==> src/rtl/spi_eng_pkg.sv <==
package spi_eng_pkg;

  localparam int CFG_LEN_W = 5;

  typedef struct packed {
    logic                 cpol;
    logic                 cpha;
    logic                 lsb_first;
    logic [CFG_LEN_W-1:0] len;
  } spi_cfg_t;

  typedef enum logic {
    ST_IDLE  = 1'b0,
    ST_SHIFT = 1'b1
  } eng_state_e;

  // Word bit index of the k-th bit on the wire for a frame of len bits.
  function automatic logic [CFG_LEN_W-1:0] wire_pos(
    input logic                 lsb_first,
    input logic [CFG_LEN_W-1:0] len,
    input logic [CFG_LEN_W-1:0] k
  );
    wire_pos = lsb_first ? k : (len - CFG_LEN_W'(1) - k);
  endfunction

endpackage

==> src/rtl/spi_cfg_regs.sv <==
module spi_cfg_regs
  import spi_eng_pkg::*;
#(
  parameter int MIN_LEN = 4,
  parameter int MAX_LEN = 16
) (
  input  logic                 clk,
  input  logic                 rst_n,
  input  logic                 eng_en,
  input  logic                 wr,
  input  logic                 cpol_in,
  input  logic                 cpha_in,
  input  logic                 lsb_in,
  input  logic [CFG_LEN_W-1:0] len_in,
  output spi_cfg_t             cfg
);

  localparam logic [CFG_LEN_W-1:0] LEN_LO = CFG_LEN_W'(MIN_LEN);
  localparam logic [CFG_LEN_W-1:0] LEN_HI = CFG_LEN_W'(MAX_LEN);

  logic [CFG_LEN_W-1:0] len_clamped;

  always_comb begin
    if (len_in < LEN_LO)      len_clamped = LEN_LO;
    else if (len_in > LEN_HI) len_clamped = LEN_HI;
    else                      len_clamped = len_in;
  end

  always_ff @(posedge clk) begin
    if (!rst_n) begin
      cfg <= '{cpol: 1'b0, cpha: 1'b0, lsb_first: 1'b0, len: LEN_HI};
    end else if (wr && !eng_en) begin
      cfg <= '{cpol: cpol_in, cpha: cpha_in, lsb_first: lsb_in, len: len_clamped};
    end
  end

endmodule

==> src/rtl/spi_clk_gen.sv <==
module spi_clk_gen #(
  parameter int HALF_DIV = 2
) (
  input  logic clk,
  input  logic rst_n,
  input  logic restart,
  input  logic run,
  output logic tick
);

  localparam int CNT_W = (HALF_DIV > 1) ? $clog2(HALF_DIV) : 1;
  localparam logic [CNT_W-1:0] RELOAD = CNT_W'(HALF_DIV - 1);

  logic [CNT_W-1:0] cnt;

  always_ff @(posedge clk) begin
    if (!rst_n) begin
      cnt <= '0;
    end else if (restart) begin
      cnt <= RELOAD;
    end else if (run) begin
      cnt <= (cnt == '0) ? RELOAD : cnt - CNT_W'(1);
    end
  end

  assign tick = run && (cnt == '0);

endmodule

==> src/rtl/spi_shifter.sv <==
module spi_shifter
  import spi_eng_pkg::*;
#(
  parameter int DATA_W = 16
) (
  input  logic                 clk,
  input  logic                 rst_n,
  input  logic                 load,
  input  logic                 first_now,
  input  logic                 shift_out,
  input  logic                 sample_in,
  input  logic                 park,
  input  logic                 lsb_first,
  input  logic [CFG_LEN_W-1:0] len,
  input  logic [DATA_W-1:0]    tx_word,
  input  logic                 miso,
  output logic                 mosi,
  output logic [DATA_W-1:0]    rx_word
);

  logic [DATA_W-1:0]    tx_hold;
  logic [CFG_LEN_W-1:0] tx_k, rx_k;
  logic [CFG_LEN_W-1:0] tx_pos, rx_pos, pos0;
  logic [DATA_W-1:0]    tx_sel, rx_sel, first_sel;
  logic [DATA_W-1:0]    rx_next;
  logic                 next_bit, first_bit;

  always_comb begin
    tx_pos = wire_pos(lsb_first, len, tx_k);
    rx_pos = wire_pos(lsb_first, len, rx_k);
    pos0   = wire_pos(lsb_first, len, '0);
  end

  // One-hot position decoders: bit i of the word is on the wire now.
  for (genvar i = 0; i < DATA_W; i++) begin : g_sel
    assign tx_sel[i]    = (tx_pos == CFG_LEN_W'(i));
    assign rx_sel[i]    = (rx_pos == CFG_LEN_W'(i));
    assign first_sel[i] = (pos0 == CFG_LEN_W'(i));
  end

  assign next_bit  = |(tx_hold & tx_sel);
  assign first_bit = |(tx_word & first_sel);

  always_comb begin
    rx_next = rx_word;
    for (int i = 0; i < DATA_W; i++) begin
      if (rx_sel[i]) rx_next[i] = miso;
    end
  end

  always_ff @(posedge clk) begin
    if (!rst_n) begin
      tx_hold <= '0;
      tx_k    <= '0;
      rx_k    <= '0;
      rx_word <= '0;
      mosi    <= 1'b0;
    end else if (load) begin
      tx_hold <= tx_word;
      rx_word <= '0;
      rx_k    <= '0;
      if (first_now) begin
        mosi <= first_bit;
        tx_k <= CFG_LEN_W'(1);
      end else begin
        mosi <= 1'b0;
        tx_k <= '0;
      end
    end else begin
      if (shift_out) begin
        mosi <= next_bit;
        tx_k <= tx_k + CFG_LEN_W'(1);
      end else if (park) begin
        mosi <= 1'b0;
      end
      if (sample_in) begin
        rx_word <= rx_next;
        rx_k    <= rx_k + CFG_LEN_W'(1);
      end
    end
  end

endmodule

==> src/rtl/spi_master_engine.sv <==
module spi_master_engine
  import spi_eng_pkg::*;
#(
  parameter int HALF_DIV = 2,
  parameter int MIN_LEN  = 4,
  parameter int MAX_LEN  = 16
) (
  input  logic                 clk,
  input  logic                 rst_n,
  input  logic                 cfg_en,
  input  logic                 cfg_wr,
  input  logic                 cfg_cpol,
  input  logic                 cfg_cpha,
  input  logic                 cfg_lsb_first,
  input  logic [CFG_LEN_W-1:0] cfg_len,
  input  logic                 tx_valid,
  output logic                 tx_ready,
  input  logic [MAX_LEN-1:0]   tx_data,
  output logic                 rx_valid,
  output logic [MAX_LEN-1:0]   rx_data,
  output logic                 busy,
  output logic                 sck,
  output logic                 mosi,
  input  logic                 miso,
  output logic                 ss_n
);

  localparam int DATA_W = MAX_LEN;
  localparam int EDGE_W = CFG_LEN_W + 1;

  spi_cfg_t          cfg;
  eng_state_e        state;
  logic [EDGE_W-1:0] edge_cnt, edge_num, two_n, last_tick;
  logic              tick, accept;
  logic              do_toggle, do_sample, do_drive, do_finish;
  logic [DATA_W-1:0] rx_word;

  spi_cfg_regs #(
    .MIN_LEN(MIN_LEN),
    .MAX_LEN(MAX_LEN)
  ) u_cfg (
    .clk     (clk),
    .rst_n   (rst_n),
    .eng_en  (cfg_en),
    .wr      (cfg_wr),
    .cpol_in (cfg_cpol),
    .cpha_in (cfg_cpha),
    .lsb_in  (cfg_lsb_first),
    .len_in  (cfg_len),
    .cfg     (cfg)
  );

  assign tx_ready = cfg_en && (state == ST_IDLE);
  assign accept   = tx_valid && tx_ready;
  assign busy     = (state == ST_SHIFT);

  spi_clk_gen #(
    .HALF_DIV(HALF_DIV)
  ) u_clk (
    .clk     (clk),
    .rst_n   (rst_n),
    .restart (accept),
    .run     (busy),
    .tick    (tick)
  );

  // Edge bookkeeping: ticks are numbered 1.. from the fall of slave select.
  always_comb begin
    edge_num  = edge_cnt + EDGE_W'(1);
    two_n     = {cfg.len, 1'b0};
    last_tick = two_n + EDGE_W'(cfg.cpha);
    do_toggle = tick && (edge_num <= two_n);
    do_sample = do_toggle && (edge_num[0] ^ cfg.cpha);
    do_drive  = tick && (edge_num < two_n) && (edge_num[0] == cfg.cpha);
    do_finish = tick && (edge_num == last_tick);
  end

  always_ff @(posedge clk) begin
    if (!rst_n) begin
      state    <= ST_IDLE;
      edge_cnt <= '0;
      ss_n     <= 1'b1;
    end else begin
      case (state)
        ST_IDLE: begin
          if (accept) begin
            state    <= ST_SHIFT;
            edge_cnt <= '0;
            ss_n     <= 1'b0;
          end
        end
        ST_SHIFT: begin
          if (tick) edge_cnt <= edge_num;
          if (do_finish) begin
            state <= ST_IDLE;
            ss_n  <= 1'b1;
          end
        end
        default: state <= ST_IDLE;
      endcase
    end
  end

  always_ff @(posedge clk) begin
    if (!rst_n) begin
      sck <= 1'b0;
    end else if (state == ST_IDLE) begin
      sck <= cfg.cpol;
    end else if (do_toggle) begin
      sck <= ~sck;
    end
  end

  always_ff @(posedge clk) begin
    if (!rst_n) begin
      rx_valid <= 1'b0;
      rx_data  <= '0;
    end else begin
      rx_valid <= do_finish;
      if (do_finish) rx_data <= rx_word;
    end
  end

  spi_shifter #(
    .DATA_W(DATA_W)
  ) u_shift (
    .clk       (clk),
    .rst_n     (rst_n),
    .load      (accept),
    .first_now (!cfg.cpha),
    .shift_out (do_drive),
    .sample_in (do_sample),
    .park      (do_finish),
    .lsb_first (cfg.lsb_first),
    .len       (cfg.len),
    .tx_word   (tx_data),
    .miso      (miso),
    .mosi      (mosi),
    .rx_word   (rx_word)
  );

endmodule

==> config.mk <==
export PLATFORM = sky130hd
export DESIGN_NAME = spi_master_engine
export DESIGN_NICKNAME = d
export VERILOG_FILES = /design/src/rtl/spi_eng_pkg.sv /design/src/rtl/spi_cfg_regs.sv /design/src/rtl/spi_clk_gen.sv /design/src/rtl/spi_shifter.sv /design/src/rtl/spi_master_engine.sv
export SDC_FILE = /design/constraint.sdc
export NUM_CORES = 1
export LEC_CHECK = 0
export CORE_MARGIN = 4
export CORE_UTILIZATION = 35
export DETAILED_ROUTE_END_ITERATION = 12
export GPL_TIMING_DRIVEN = 0
export PLACE_DENSITY = 0.51
export RECOVER_POWER = 50
export SYNTH_ARGS = -nofsm -noshare
export SYNTH_HDL_FRONTEND = slang
export SYNTH_SLANG_ARGS = --single-unit
==> constraint.sdc <==
create_clock -name clk -period 4.02 [get_ports clk]
set_clock_uncertainty 0.15 [all_clocks]
set_input_delay 0.402 -clock clk [delete_from_list [all_inputs] [get_ports clk]]
set_output_delay 0.402 -clock clk [all_outputs]
set_load 0.02 [all_outputs]
==> results.py, run 1 <==
metrics = {
    "outcome": {
        "status": "complete, no violations",
    },
    "cells_and_area": {
        "areaGrowthSynthToFinish_pct": 23.7,
        "num-fill-cells": 1155,
        "layout.nets": 620,
        "mostFrequentLayoutCells": "nand2_1 (108), dfxtp_1 (78), a21boi_0 (35), nand3_1 (33), clkdlybuf4s50_1 (27)",
        "regArea_um2": 1560,
        "multi_input_area_um2": 2500,
        "final_common_cell": "nand2_1",
        "drive_gt1_share_pct": 6.08,
        "antenna-diode-count": 0,
    },
    "clock_tree": {
        "numCtsBuffers": 9,
        "htreeDepth": 3,
        "clock_latency_ns": 0.34,
        "cts_tree": "yes",
        "hold_buffers": 0,
        "cts_sinks": 78,
        "cts_buffer_depth": 2,
        "cts_root_buf": "clkbuf_16",
        "clk_pin_slew_ns": 0.06,
    },
    "worst_setup_path": {
        "worstPathArrival_ns": 3.70,
        "critPathKind": "flop to flop",
        "slowest_delay_ns": 0.52,
        "startpoint": "u_cfg.cfg[0]",
        "critPathCaptureType": "flop",
        "path_max_fanout": 11,
        "cpMaxStageDelayCell": "ha_2",
        "cp.required_ns": 4.10,
        "cp-start-kind": "flop",
        "r2r-start": "u_cfg.cfg[0]",
        "crit_chain": "clkbuf_2 -> inv_1 -> ha_2 -> inv_1 -> ha_1 -> nor2b_1 -> o21a_1 -> o21a_1 -> o31ai_2 -> a221oi_1 -> and3_1 -> o41ai_1",
    },
    "synthesis": {
        "netlist_top_cells_area": "dfxtp_1 (37%), nand2_1 (9.5%), a21boi_0 (6.2%)",
        "ys_async_sr_fraction_pct": 0,
        "synth_edf_count": 0,
        "yosys.area.top_type": "dfxtp_1",
        "post_synth_num_cell_types": 56,
        "avgSynthCellArea_um2": 8.33,
        "synth_seq_cells": 78,
        "yosysSeqAreaShare_pct": 36.8,
        "synthCells": 510,
        "synth_ff_type": "dfxtp_1",
        "ys_warn_count": 0,
        "synth_area_um2": 4250,
        "syn_nets": 559,
        "yosys.area.top_type_share_pct": 36.8,
    },
    "sta": {
        "slew_headroom_pct": 40.9,
        "fmax_mhz": 276,
        "worst_pin_slew_ns": 0.879,
        "setup_viol": 0,
        "setup_tns_ns": 0,
        "holdWs_ns": 0.308,
        "period_minus_slack_ns": 3.63,
        "final_hold_viol_count": 0,
        "grt_setup_unrepaired": "no",
        "min_period_over_period_pct": 90.3,
        "finalMaxSlewViolations": 0,
    },
    "global_routing": {
        "grt_use_met1_pct": 22.6,
        "met2_usage_pct": 26.8,
        "grt_max_degree": 14,
        "grt_use_met3_pct": 2.77,
        "antenna_found_initial": 0,
        "grt-ovfl-total": 0,
        "top_usage_layer": "met2",
        "gr-usage-all-layers_pct": 16.8,
        "grt_pass1_vias": 3659,
        "grt_pass1_wl_mm": 18.8,
    },
    "route": {
        "drtPass1Iterations": 5,
        "wirelength_mm": 11.4,
        "route.detailed.drc": 0,
        "routedWlPerCell_um": 15.8,
        "ant_nets": 0,
        "drt-initial-drc-count": 183,
        "vias": 3738,
        "route.detailed.vias_per_inst": 5.20,
    },
    "min_path": {
        "hp-start": "rx_data[5]",
        "hold_class": "flop to flop",
    },
    "die": {
        "die_w_um": 118,
        "rows": 39,
        "core_area_um2": 11700,
        "dieArea_um2": 14000,
        "die_y_um": 118,
        "io_pins": 52,
        "start_util_pct": 36.4,
    },
    "power_and_ir_drop": {
        "power_leakage_nw": 2.04,
        "peakVddDrop_uv": 172,
        "power.density_nw_per_um2": 376,
    },
    "place": {
        "io_buffers": 51,
        "dp_hpwl_mm": 8.74,
        "gp_congestion": 0.820,
    },
    "job": {
        "max-cap-violations": 0,
    },
}
==> per-layer routing <==
| layer | routed length [um] | vias up | part of all wire [%] |
|---|---|---|---|
| met3 | 474 | 15 | 4.2 |
| met1 | 5430 | 1751 | 48 |
| li1 | - | 1889 | - |
| met2 | 5250 | 83 | 46 |
| met5 | 0 | - | 0 |
| met4 | 225 | 0 | 2.0 |
==> cells by family (layout without fill, tap and decap cells) <==
logic type / after synthesis / after routing / share of synthesized area, %
mux: 24 / 24 / 6.27
compound gates: 100 / 100 / 17.2
xor+xnor: 20 / 20 / 4.48
flops: 78 / 78 / 36.8
simple gates: 224 / 224 / 24.9
buf+inv: 45 / 111 / 4.45
fa+ha+maj: 19 / 19 / 5.95
==> registers in the layout, summed over array words and instances, names as in the netlist <==
signal / count
u_cfg.cfg: 8
rx_valid: 1
u_shift.mosi: 1
sck: 1
u_clk.cnt: 1
u_shift.rx_word: 16
ss_n: 1
u_shift.rx_k: 5
rx_data: 16
busy: 1
edge_cnt: 6
u_shift.tx_k: 5
u_shift.tx_hold: 16
==> per-stage QoR <==
stage	power, mW	util, %	setup WS, ns	instance area [um^2]	cells
after CTS	2.01	45.0	0.0377	5250	719
after detailed placement	1.12	42.3	-0.0935	4940	704
after floorplan	1.01	-	0.711	4250	510
after global placement	1.11	42.3	-0.108	4940	704
final	1.98	45.0	0.391	5250	719
after global routing	2.07	45.0	0.154	5250	719
==> path summary, 6_finish.rpt <==
kind | depth (start not counted) | slack (ns) | to
hold / removal | 2 | 0.31 | rx_data[5]
setup / recovery | 12 | 0.39 | u_shift.mosi
setup reg to reg | 12 | 0.39 | u_shift.mosi
hold reg to reg | 2 | 0.31 | rx_data[5]
==> final cells by class <==
cell class / instances / area share (%)
Clock inverter: 5 / 1.57
Inverter: 18 / 1.29
Timing Repair Buffer: 51 / 9.72
Sequential cell: 78 / 29.7
Clock buffer: 11 / 4.43
Buffer: 26 / 2.26
Multi-Input combinational cell: 387 / 47.6
Tap cell: 143 / 3.41
==> worst max-delay path, delay by kind of cell, from the launching register on <==
family | cells | cell delay (ns)
flops | 1 | 0.46
simple gates | 2 | 0.35
buf+inv | 3 | 0.53
fa+ha+maj | 2 | 0.81
compound gates | 5 | 1.22
==> Yosys cell counts (2+ instances only) <==
cell type  instances
a211oi_1           2
a21boi_0          35
a21o_1             2
a21oi_1           11
a221oi_1           6
a22oi_1            5
a31oi_1            2
and2_1            10
and2b_1            2
and3_1             5
buf_1              2
buf_2              4
buf_6              2
clkbuf_1          19
dfxtp_1           78
fa_1               2
ha_1              17
inv_1             18
mux2i_1           21
mux4_2             2
nand2_1          108
nand2b_1           5
nand3_1           33
nand4_1            7
nor2_1            24
nor2b_1           13
nor3_1             6
o211ai_1           2
o21a_1             5
o21ai_0           11
o21ai_1            3
o31ai_1            6
or3_1              2
xnor2_1           14
xnor2_2            2
xor2_1             4
==> power by group <==
part | switching, mW | leakage, nW | internal (mW)
clock network | 0.333 | 0.154 | 0.547
logic | 0.163 | 1.25 | 0.126
registers | 0.0171 | 0.632 | 0.791
total | 0.513 | 2.04 | 1.46
==> repair_timing <==
item	in CTS	in global routing
cloned	0	0
setup endpoints to repair	3	8
gates resized for setup	0	3
setup buffers	0	0
(Power assumes the default switching activity.)
==> run 2: changes to the inputs <==
--- a/config.mk
+++ b/config.mk
@@ -8,6 +8,7 @@
 export CORE_MARGIN = 4
 export CORE_UTILIZATION = 35
 export DETAILED_ROUTE_END_ITERATION = 12
+export GPL_ROUTABILITY_DRIVEN = 0
 export GPL_TIMING_DRIVEN = 0
 export PLACE_DENSITY = 0.51
 export RECOVER_POWER = 50
==> results of run 2 <==
The final DEF is identical to that of run 1; final timing and power are the same.
